### src/rtl/asram_ctrl.sv
module asram_ctrl #(
  parameter int AW          = 18,
  parameter int DW          = 16,
  parameter int CLK_NS      = 20,
  parameter int T_CYCLE_NS  = 55,
  parameter int T_WPULSE_NS = 45,
  parameter int T_DSETUP_NS = 25,
  parameter int T_ACCESS_NS = 55,
  parameter int T_OEACC_NS  = 25,
  parameter int T_OEREL_NS  = 20,
  parameter int T_WEREL_NS  = 20
) (
  input  logic          clk,
  input  logic          rst_n,
  input  logic          req_valid,
  output logic          req_ready,
  input  logic          req_write,
  input  logic [AW-1:0] req_addr,
  input  logic [DW-1:0] req_wdata,
  input  logic [1:0]    req_mask,
  output logic          rsp_valid,
  output logic [DW-1:0] rsp_rdata,
  output logic [AW-1:0] sram_addr,
  output logic [DW-1:0] sram_dq_o,
  input  logic [DW-1:0] sram_dq_i,
  output logic          sram_dq_oe,
  output logic          sram_ce1_n,
  output logic          sram_ce2,
  output logic          sram_we_n,
  output logic          sram_oe_n,
  output logic          sram_ub_n,
  output logic          sram_lb_n
);

  function automatic int to_cyc(input int ns);
    int c;
    c = (ns + CLK_NS - 1) / CLK_NS;
    return (c < 1) ? 1 : c;
  endfunction

  function automatic int max2(input int a, input int b);
    return (a > b) ? a : b;
  endfunction

  localparam int CYC_C  = to_cyc(T_CYCLE_NS);
  localparam int WP_C   = to_cyc(T_WPULSE_NS);
  localparam int DS_C   = to_cyc(T_DSETUP_NS);
  localparam int AA_C   = to_cyc(T_ACCESS_NS);
  localparam int OA_C   = to_cyc(T_OEACC_NS);
  localparam int HZ_C   = to_cyc(T_OEREL_NS);
  localparam int WLZ_C  = to_cyc(T_WEREL_NS);
  localparam int W_LEN  = max2(WP_C, WLZ_C + DS_C);
  localparam int REC_LEN = max2(1, CYC_C - W_LEN);
  localparam int R_LEN  = max2(max2(AA_C, OA_C), CYC_C);
  localparam int CW     = $clog2(max2(max2(W_LEN, R_LEN), max2(REC_LEN, HZ_C)) + 1);
  localparam logic [CW-1:0] W_END  = CW'(W_LEN - 1);
  localparam logic [CW-1:0] RC_END = CW'(REC_LEN - 1);
  localparam logic [CW-1:0] R_END  = CW'(R_LEN - 1);
  localparam logic [CW-1:0] T_END  = CW'(HZ_C - 1);
  localparam logic [CW-1:0] DRV_AT = CW'(WLZ_C);

  typedef enum logic [2:0] {S_IDLE, S_WSTB, S_WREC, S_RACC, S_RTURN} st_t;

  st_t           st;
  logic [CW-1:0] cnt;
  logic [AW-1:0] addr_q;
  logic [DW-1:0] wdata_q;
  logic [1:0]    mask_q;
  logic          active;

  assign req_ready  = (st == S_IDLE);
  assign active     = (st == S_WSTB) || (st == S_WREC) || (st == S_RACC);
  assign sram_addr  = addr_q;
  assign sram_dq_o  = wdata_q;
  assign sram_ce1_n = !active;
  assign sram_ce2   = 1'b1;
  assign sram_ub_n  = !(active && mask_q[1]);
  assign sram_lb_n  = !(active && mask_q[0]);
  assign sram_we_n  = (st != S_WSTB);
  assign sram_oe_n  = (st != S_RACC);
  assign sram_dq_oe = ((st == S_WSTB) && (cnt >= DRV_AT)) || (st == S_WREC);

  always_ff @(posedge clk) begin
    if (!rst_n) begin
      st        <= S_IDLE;
      cnt       <= '0;
      addr_q    <= '0;
      wdata_q   <= '0;
      mask_q    <= '0;
      rsp_valid <= 1'b0;
      rsp_rdata <= '0;
    end else begin
      rsp_valid <= 1'b0;
      case (st)
        S_IDLE: begin
          cnt <= '0;
          if (req_valid) begin
            addr_q  <= req_addr;
            wdata_q <= req_wdata;
            mask_q  <= req_mask;
            st      <= req_write ? S_WSTB : S_RACC;
          end
        end
        S_WSTB: begin
          if (cnt == W_END) begin st <= S_WREC; cnt <= '0; end
          else cnt <= cnt + 1'b1;
        end
        S_WREC: begin
          if (cnt == RC_END) begin st <= S_IDLE; cnt <= '0; end
          else cnt <= cnt + 1'b1;
        end
        S_RACC: begin
          if (cnt == R_END) begin
            st        <= S_RTURN;
            cnt       <= '0;
            rsp_valid <= 1'b1;
            rsp_rdata <= sram_dq_i & {{(DW/2){mask_q[1]}}, {(DW/2){mask_q[0]}}};
          end else cnt <= cnt + 1'b1;
        end
        S_RTURN: begin
          if (cnt == T_END) begin st <= S_IDLE; cnt <= '0; end
          else cnt <= cnt + 1'b1;
        end
        default: st <= S_IDLE;
      endcase
    end
  end

  a_r5_oe_off_in_write: assert property (@(posedge clk) disable iff (!rst_n)
    !sram_we_n |-> sram_oe_n);

  a_r5_no_drive_on_read: assert property (@(posedge clk) disable iff (!rst_n)
    !sram_oe_n |-> !sram_dq_oe);

  a_r4_addr_hold: assert property (@(posedge clk) disable iff (!rst_n)
    !sram_we_n |=> $stable(sram_addr));

  a_r3_wdata_steady: assert property (@(posedge clk) disable iff (!rst_n)
    sram_dq_oe |=> (!sram_dq_oe || $stable(sram_dq_o)));

  a_r6_rsp_one_cycle: assert property (@(posedge clk) disable iff (!rst_n)
    rsp_valid |=> !rsp_valid);

  a_r1_idle_standby: assert property (@(posedge clk) disable iff (!rst_n)
    req_ready |-> (sram_ce1_n && sram_ub_n && sram_lb_n && sram_we_n && sram_oe_n));

  a_r9_busy_after_accept: assert property (@(posedge clk) disable iff (!rst_n)
    (req_valid && req_ready) |=> !req_ready);

endmodule

### config.mk
export PLATFORM = sky130hd
export DESIGN_NAME = asram_ctrl
export DESIGN_NICKNAME = d
export VERILOG_FILES = /design/src/rtl/asram_ctrl.sv
export SDC_FILE = /design/constraint.sdc
export NUM_CORES = 1
export LEC_CHECK = 0
export CAP_MARGIN = 20
export CORE_MARGIN = 10
export CORE_UTILIZATION = 30
export CTS_CLUSTER_DIAMETER = 120
export CTS_CLUSTER_SIZE = 12
export DETAILED_ROUTE_END_ITERATION = 10
export DONT_BUFFER_PORTS = 1
export GPL_TIMING_DRIVEN = 0
export SKIP_CTS_REPAIR_TIMING = 1
export SYNTH_ARGS = -nofsm -noshare
export SYNTH_HDL_FRONTEND = slang
export SYNTH_SLANG_ARGS = --single-unit
### constraint.sdc
create_clock -name clk -period 2 [get_ports clk]
set_clock_uncertainty 0.2 [all_clocks]
set_input_delay 0.2 -clock clk [delete_from_list [all_inputs] [get_ports clk]]
set_output_delay 0.2 -clock clk [all_outputs]
set_load 0.05 [all_outputs]
==> results.md, run 1 <==
| Result | Reported | Unit |
|:---|:---|:---|
| Synthesized cell area | 2540 | um2 |
| Outcome | completed | - |
| Nets in the synthesized netlist | 320 | - |
| Static leakage power | 1.35 | nW |
| Most frequently used flop master after synthesis | sky130_fd_sc_hd__dfxtp_1 | - |
| Series of cell instances along the critical path | buf_4 -> clkbuf_4 -> nor3_4 | - |
| Quantity of I/O buffers inserted on ports | 0 | - |
| Via count of the first global-routing pass | 1807 | - |
| Kind of critical path | flop to output pin | - |
| Layout Nets | 385 | - |
| Fmax | 0.517 | GHz |
| Starting density of the core | 30.9 | % |
| Cell type with the highest aggregate area in the netlist | sky130_fd_sc_hd__dfxtp_1 | - |
| Latest clock arrival within the worst-skew pair | 0.34 | ns |
| Routed vias | 1988 | - |
| Routed wire length | 7260 | um |
| Power consumption | 4.44 | mW |
| Proportion of layout cells with a drive suffix above 1 | 29.2 | % |
| Destination of the worst register-to-register timing path | rsp_rdata[10] | - |
| Final design utilization | 42.5 | % |
| Number of top-level pins | 115 | - |
| Wire length of the first global-routing pass | 10400 | um |
| Power density relative to cell area | 1270 | nW/um2 |
| Synth top cells by count | sky130_fd_sc_hd__dfxtp_1 (58), sky130_fd_sc_hd__nand2_1 (46), sky130_fd_sc_hd__nand2_2 (30) | - |
| Sinks on the clock net | 58 | - |
| Area fraction of the dominant cell type after synthesis | 45.7 | % |
| Most common cell in the netlist | sky130_fd_sc_hd__dfxtp_1 | - |
| Critical path required time | 1.60 | ns |
| Die Footprint | 12500 | um2 |
| Initial antenna violation count | 0 | - |
| Detailed router's first-iteration violation count | 75 | - |
| Mean area per synthesized cell | 9.81 | um2 |
| Seq cells post-synth | 58 | - |
| Detail-routed net length per standard cell | 16.7 | um |
| Tightest Pin Transition | 0.615 | ns |
| Remaining Overflow, GRT | 0 | - |
| Max-slew violation count | 0 | - |
| Part of the Yosys area used for sequential elements | 45.7 | % |
| Number of synthesized flops with an enable pin | 0 | - |
| Antenna cells | 0 | - |
| Drc violations | 0 | - |
| Cell at the slowest stage of the critical path | sky130_fd_sc_hd__nor3_4 | - |
| Overall fraction of global-route tracks in use | 10.3 | % |
| CP delay by family, top | simple AND/OR/NAND/NOR gates | - |
| Reg2reg start | cnt[0] | - |
| Global placement routability congestion | 0.746 | - |
| Clock slew seen by the registers of the worst setup and hold paths | 0.06 | ns |
| Hold Crit Endpoint | st[0] | - |
| Area growth from synthesis to final layout | 37.3 | % |
| Crit path DAT | 1.53 | ns |
| Final Setup Violations | 0 | - |
| Stage delay of the slowest cell on the critical path | 0.54 | ns |
| Post-Syn Instances | 259 | - |
| Number of cell instances on the worst register-to-register path | 7 | - |
| Peak supply drop | 0.599 | mV |
| Number of cells on the worst hold path | 3 | - |
| Core Region | 8220 | um2 |
| Width of the chip | 112 | um |
| Max-cap check violation count | 0 | - |
| Row cnt | 33 | - |
| Class of the most critical hold timing path | input port to flop | - |
| Drt first pass iters | 4 | - |
| Async SR Flop Fraction | 0 | % |
| CTS tree | done | - |
| Number of distinct library cells after synthesis | 38 | - |
| Most area-consuming cells after synthesis | sky130_fd_sc_hd__dfxtp_1 (46%), sky130_fd_sc_hd__a21boi_2 (8.9%), sky130_fd_sc_hd__nand2_2 (7.4%) | - |
| Kind of end point of the critical path | output pin | - |
| Mean number of vias per cell | 4.58 | - |
| Logic depth of the worst setup path including buffers | 3 | - |
| Element type at the critical path start | flop | - |
| Launch point of the worst path | st[0] | - |
| Y dimension of the die | 112 | um |
| CTS buffer count | 9 | - |
| Launch point of the worst hold path | req_valid | - |
| Count of filler cells inserted in the layout | 793 | - |
| Synth warn | 0 | - |
| Maximum net fanout on the critical path | 10 | - |
| Final HPWL DP | 5040 | um |
| CP bufs+invs | 2 | - |
| Maximum number of pins on one net before global-route repair | 11 | - |
| Level count of the clock H-tree | 3 | - |
| Buffer levels on the longest clock path | 2 | - |
| FF-to-FF setup slack | 0.12 | ns |
| Post-layout min period | 1.93 | ns |
| Clock root buffer | sky130_fd_sc_hd__clkbuf_8 | - |
| Final Hold Fails | 0 | - |
| Number of nets still failing antenna checks after routing | 0 | - |
| Part of the cycle the worst path needs | 96.7 | % |
| Max_slew headroom | 58.8 | % |
-- kinds of logic (layout without fill, tap and decap cells) --
group	Yosys count	in the layout	share of synthesized area (%)
compound gates	66	66	22.7
fa+ha+maj	5	5	2.46
buf+inv	26	96	6.75
flops	58	58	45.7
mux	3	3	1.23
other cells	1	1	0.148
simple gates	100	100	21.0
-- cells in the final DEF, fill, tap and decap left out, types with 7 or more instances in the layout --
master,synthesis,final
sky130_fd_sc_hd__a21boi_1,10,10
sky130_fd_sc_hd__a21boi_0,7,7
sky130_fd_sc_hd__nand2_1,46,44
sky130_fd_sc_hd__clkbuf_8,0,9
sky130_fd_sc_hd__dfxtp_1,58,57
sky130_fd_sc_hd__a22o_1,16,16
sky130_fd_sc_hd__a21boi_2,20,20
sky130_fd_sc_hd__dlygate4sd3_1,0,54
sky130_fd_sc_hd__clkbuf_1,8,7
sky130_fd_sc_hd__nand2_2,30,30
-- worst reg2reg max path, cell delays in order, from the launching register on --
cell,delay [ns]
sky130_fd_sc_hd__dfxtp_2,0.33
sky130_fd_sc_hd__inv_1,0.12
sky130_fd_sc_hd__ha_1,0.22
sky130_fd_sc_hd__and4b_2,0.29
sky130_fd_sc_hd__nor2b_1,0.06
sky130_fd_sc_hd__buf_4,0.15
sky130_fd_sc_hd__buf_4,0.17
sky130_fd_sc_hd__a22o_1,0.24
-- worst max-delay path by stage --
| stage | end | slack (ns) |
|---|---|---|
| detailed placement | sram_dq_oe | -0.13 |
| floorplan | sram_dq_oe | 0.08 |
| finish | req_ready | 0.07 |
| global route | req_ready | -0.008 |
| global placement | sram_dq_oe | -0.12 |
| CTS | sram_dq_oe | -0.52 |
-- state kept, by name, summed over array words and instances, names as in the netlist --
signal,cells
mask_q,2
rsp_valid,1
sram_addr,18
st,3
sram_dq_o,16
cnt,2
rsp_rdata,16
-- per-stage QoR --
stage | setup TNS [ns] | worst slack (ns) | area (um2) | std cells | hold slack (ns)
finish | 0 | 0.0661 | 3490 | 434 | 0.0726
CTS | -2.16 | -0.518 | 2890 | 380 | -0.229
detailed placement | -0.138 | -0.130 | 2680 | 364 | 0.131
floorplan | 0 | 0.0763 | 2540 | 259 | 0.125
global placement | -0.118 | -0.118 | 2680 | 364 | 0.131
global route | -0.0118 | -0.00815 | 3490 | 434 | 0.0898
-- routing by layer --
layer  track usage [%]  vias up  share of wire, %
met5                 0        -                 0
met4              4.06        0               1.3
met3              7.19        9                12
met2              15.2       88                45
met1              11.4      890                42
li1                  -     1001                 -
-- cell type report --
cell class | instances | area [um2] | area share [%]
Tap cell | 105 | 131 | 3.77
Sequential cell | 58 | 1160 | 33.3
Multi-Input combinational cell | 175 | 1250 | 35.9
Timing Repair Buffer | 54 | 541 | 15.5
Clock inverter | 5 | 78.8 | 2.26
Buffer | 23 | 180 | 5.16
Inverter | 3 | 11.3 | 0.323
Clock buffer | 11 | 131 | 3.77
-- power by group --
| part | leakage [nW] | internal [mW] | switching, mW | total [mW] |
|---|---|---|---|---|
| combinational | 0.766 | 0.543 | 0.876 | 1.42 |
| clock | 0.107 | 0.700 | 0.467 | 1.17 |
| sequential | 0.473 | 1.31 | 0.540 | 1.85 |
| total | 1.35 | 2.56 | 1.88 | 4.44 |
Note: power is estimated with default switching activity, not from simulation.
==> inputs of run 2 (changes only) <==
- CTS_BUF_LIST: not set -> sky130_fd_sc_hd__clkbuf_4
==> results.md, run 2 (synthesis gave the netlist of run 1 again) <==
| Result | Reported | Unit | vs previous |
|:---|:---|:---|:---|
| Outcome | completed | - |  |
| Maximum number of pins on one net before global-route repair | 11 | - | unchanged |
| Power density relative to cell area | 1250 | nW/um2 | -2.1% |
| Drc violations | 0 | - | unchanged |
| Max_slew headroom | 59.4 | % | +0.53 points |
| Final HPWL DP | 5040 | um | unchanged |
| Critical path required time | 1.60 | ns | about the same |
| PnR worst setup slack | 0.0701 | ns | +0.00396 ns |
| Unrepaired setup endpoints after global routing | yes | - |  |
| Mean number of vias per cell | 4.59 | - | +0.22% |
| Cell at the slowest stage of the critical path | sky130_fd_sc_hd__dfxtp_2 | - |  |
| Series of cell instances along the critical path | inv_2 -> ha_1 -> nor2_1 -> mux2i_1 -> nor2_4 | - |  |
| Routed wire length | 7330 | um | +1.0% |
| Max-slew violation count | 0 | - | unchanged |
| Kind of critical path | flop to output pin | - |  |
| Reg2reg start | cnt[0] | - |  |
| Post-layout min period | 1.93 | ns | -0.00396 ns |
| Final cell count without fillers | 442 | - | +1.8% |
| Most frequent cells in the layout | sky130_fd_sc_hd__dfxtp_1 (55), sky130_fd_sc_hd__dlygate4sd3_1 (54), sky130_fd_sc_hd__nand2_1 (44), sky130_fd_sc_hd__nand2_2 (30), sky130_fd_sc_hd__a21boi_2 (20) | - |  |
| Overall fraction of global-route tracks in use | 10.2 | % | -0.099 points |
| Element type at the critical path start | flop | - |  |
| Destination of the worst register-to-register timing path | rsp_rdata[10] | - |  |
| Via count of the first global-routing pass | 1807 | - | unchanged |
| Sinks on the clock net | 58 | - | unchanged |
| Clock root buffer | sky130_fd_sc_hd__clkbuf_4 | - |  |
| Detail-routed net length per standard cell | 16.6 | um | -0.82% |
| Wire length of the first global-routing pass | 10300 | um | -0.73% |
| Fmax | 0.518 | GHz | +0.20% |
| Final Setup Violations | 0 | - | unchanged |
| Level count of the clock H-tree | 3 | - | unchanged |
| Stage delay of the slowest cell on the critical path | 0.37 | ns | -0.17 ns |
| Setup crit end | sram_dq_oe | - |  |
| Drt first pass iters | 4 | - | unchanged |
| Number of cell instances on the worst register-to-register path | 7 | - | unchanged |
| Global placement routability congestion | 0.746 | - | unchanged |
| Class of the most critical hold timing path | input port to flop | - |  |
| Final Hold Fails | 0 | - | unchanged |
| Part of the cycle the worst path needs | 96.5 | % | -0.20 points |
| Final design utilization | 43.1 | % | +0.64 points |
| FF-to-FF setup slack | 0.11 | ns | about the same |
| Y dimension of the die | 112 | um | unchanged |
| Total instance count after detailed placement | 364 | - | unchanged |
| Setup TNS Final | 0 | ns | unchanged |
| Worst setup timing slack at the placement stage | -0.130 | ns | unchanged |
| Area of all placed cells without fillers | 3540 | um2 | +1.5% |
| Tightest Pin Transition | 0.608 | ns | -0.00791 ns |
| Static leakage power | 1.38 | nW | +2.8% |
| Starting density of the core | 30.9 | % | unchanged |
| Initial antenna violation count | 0 | - | unchanged |
| Area growth from synthesis to final layout | 39.4 | % |  |
| Number of nets still failing antenna checks after routing | 0 | - | unchanged |
| Launch point of the worst hold path | req_valid | - |  |
| Buffer levels on the longest clock path | 2 | - | unchanged |
| Final-layout worst hold slack | 0.0209 | ns | -0.0516 ns |
| Width of the chip | 112 | um | unchanged |
| Quantity of I/O buffers inserted on ports | 0 | - | unchanged |
| Launch point of the worst path | cnt[0] | - |  |
| Antenna cells | 0 | - | unchanged |
| Power consumption | 4.41 | mW | -0.63% |
| CTS tree | done | - |  |
| Maximum net fanout on the critical path | 4 | - | -6 |
| Commonest non-fill, non-tap cell in the layout | sky130_fd_sc_hd__dfxtp_1 | - |  |
| Routed vias | 2029 | - | +2.1% |
| CTS buffer count | 9 | - | unchanged |
| Core Region | 8220 | um2 | unchanged |
| Die Footprint | 12500 | um2 | unchanged |
| Row cnt | 33 | - | unchanged |
| Remaining Overflow, GRT | 0 | - | unchanged |
| Cell area reported after detailed placement | 2680 | um2 | unchanged |
| Latest clock arrival within the worst-skew pair | 0.39 | ns | +0.05 ns |
| Layout Nets | 393 | - | +2.1% |
| Clock slew seen by the registers of the worst setup and hold paths | 0.10 | ns | +0.04 ns |
| Kind of end point of the critical path | output pin | - |  |
| Number of top-level pins | 115 | - | unchanged |
| Proportion of layout cells with a drive suffix above 1 | 32.0 | % | +2.9 points |
| Number of flip-flops in the largest register | 18 | - | unchanged |
| Detailed router's first-iteration violation count | 107 | - | +43% |
| Peak supply drop | 0.603 | mV | +0.67% |
| Crit path DAT | 1.53 | ns | about the same |
| Max-cap check violation count | 0 | - | unchanged |
[run 2: routing by layer]
| layer | routed length (um) | GRT usage, % | vias to the layer above |
|---|---|---|---|
| met2 | 3330 | 15.0 | 89 |
| li1 | - | - | 1018 |
| met5 | 0 | 0 | - |
| met1 | 3090 | 11.4 | 918 |
| met3 | 863 | 7.51 | 4 |
| met4 | 46 | 3.05 | 0 |
[run 2: power by group]
part	switching, mW	internal, mW	total [mW]
combinational	0.908	0.678	1.59
sequential	0.545	1.32	1.86
clock	0.431	0.534	0.965
[run 2: worst max-delay path, delay by kind of cell (launching register included)]
kind                     cells  cell delay [ns]
adder cells (fa/ha/maj)      1             0.19
buffers and inverters        1             0.06
flip-flops                   1             0.37
multiplexers                 1             0.11
AND/OR/NAND/NOR              2             0.40
[run 2: worst min-delay path by stage]
stage	end	slack, ns	cells after the start
3_3_place_gp	rsp_rdata[2]	0.13	1
6_report	st[0]	0.02	3
2_1_floorplan	rsp_rdata[15]	0.13	1
3_5_place_dp	rsp_rdata[7]	0.13	1
5_1_grt	st[0]	0.01	3
4_1_cts	sram_dq_o[8]	-0.31	2
[run 2: cell type report]
| type | count | area, um2 |
|---|---|---|
| fill | 786 | 4680 |
| multi-input combinational | 175 | 1250 |
| sequential | 58 | 1160 |
| timing repair buffer | 62 | 618 |
| buffer | 23 | 203 |
| tap | 105 | 131 |
| clock buffer | 11 | 82.6 |
| clock inverter | 5 | 78.8 |
| inverter | 3 | 11.3 |
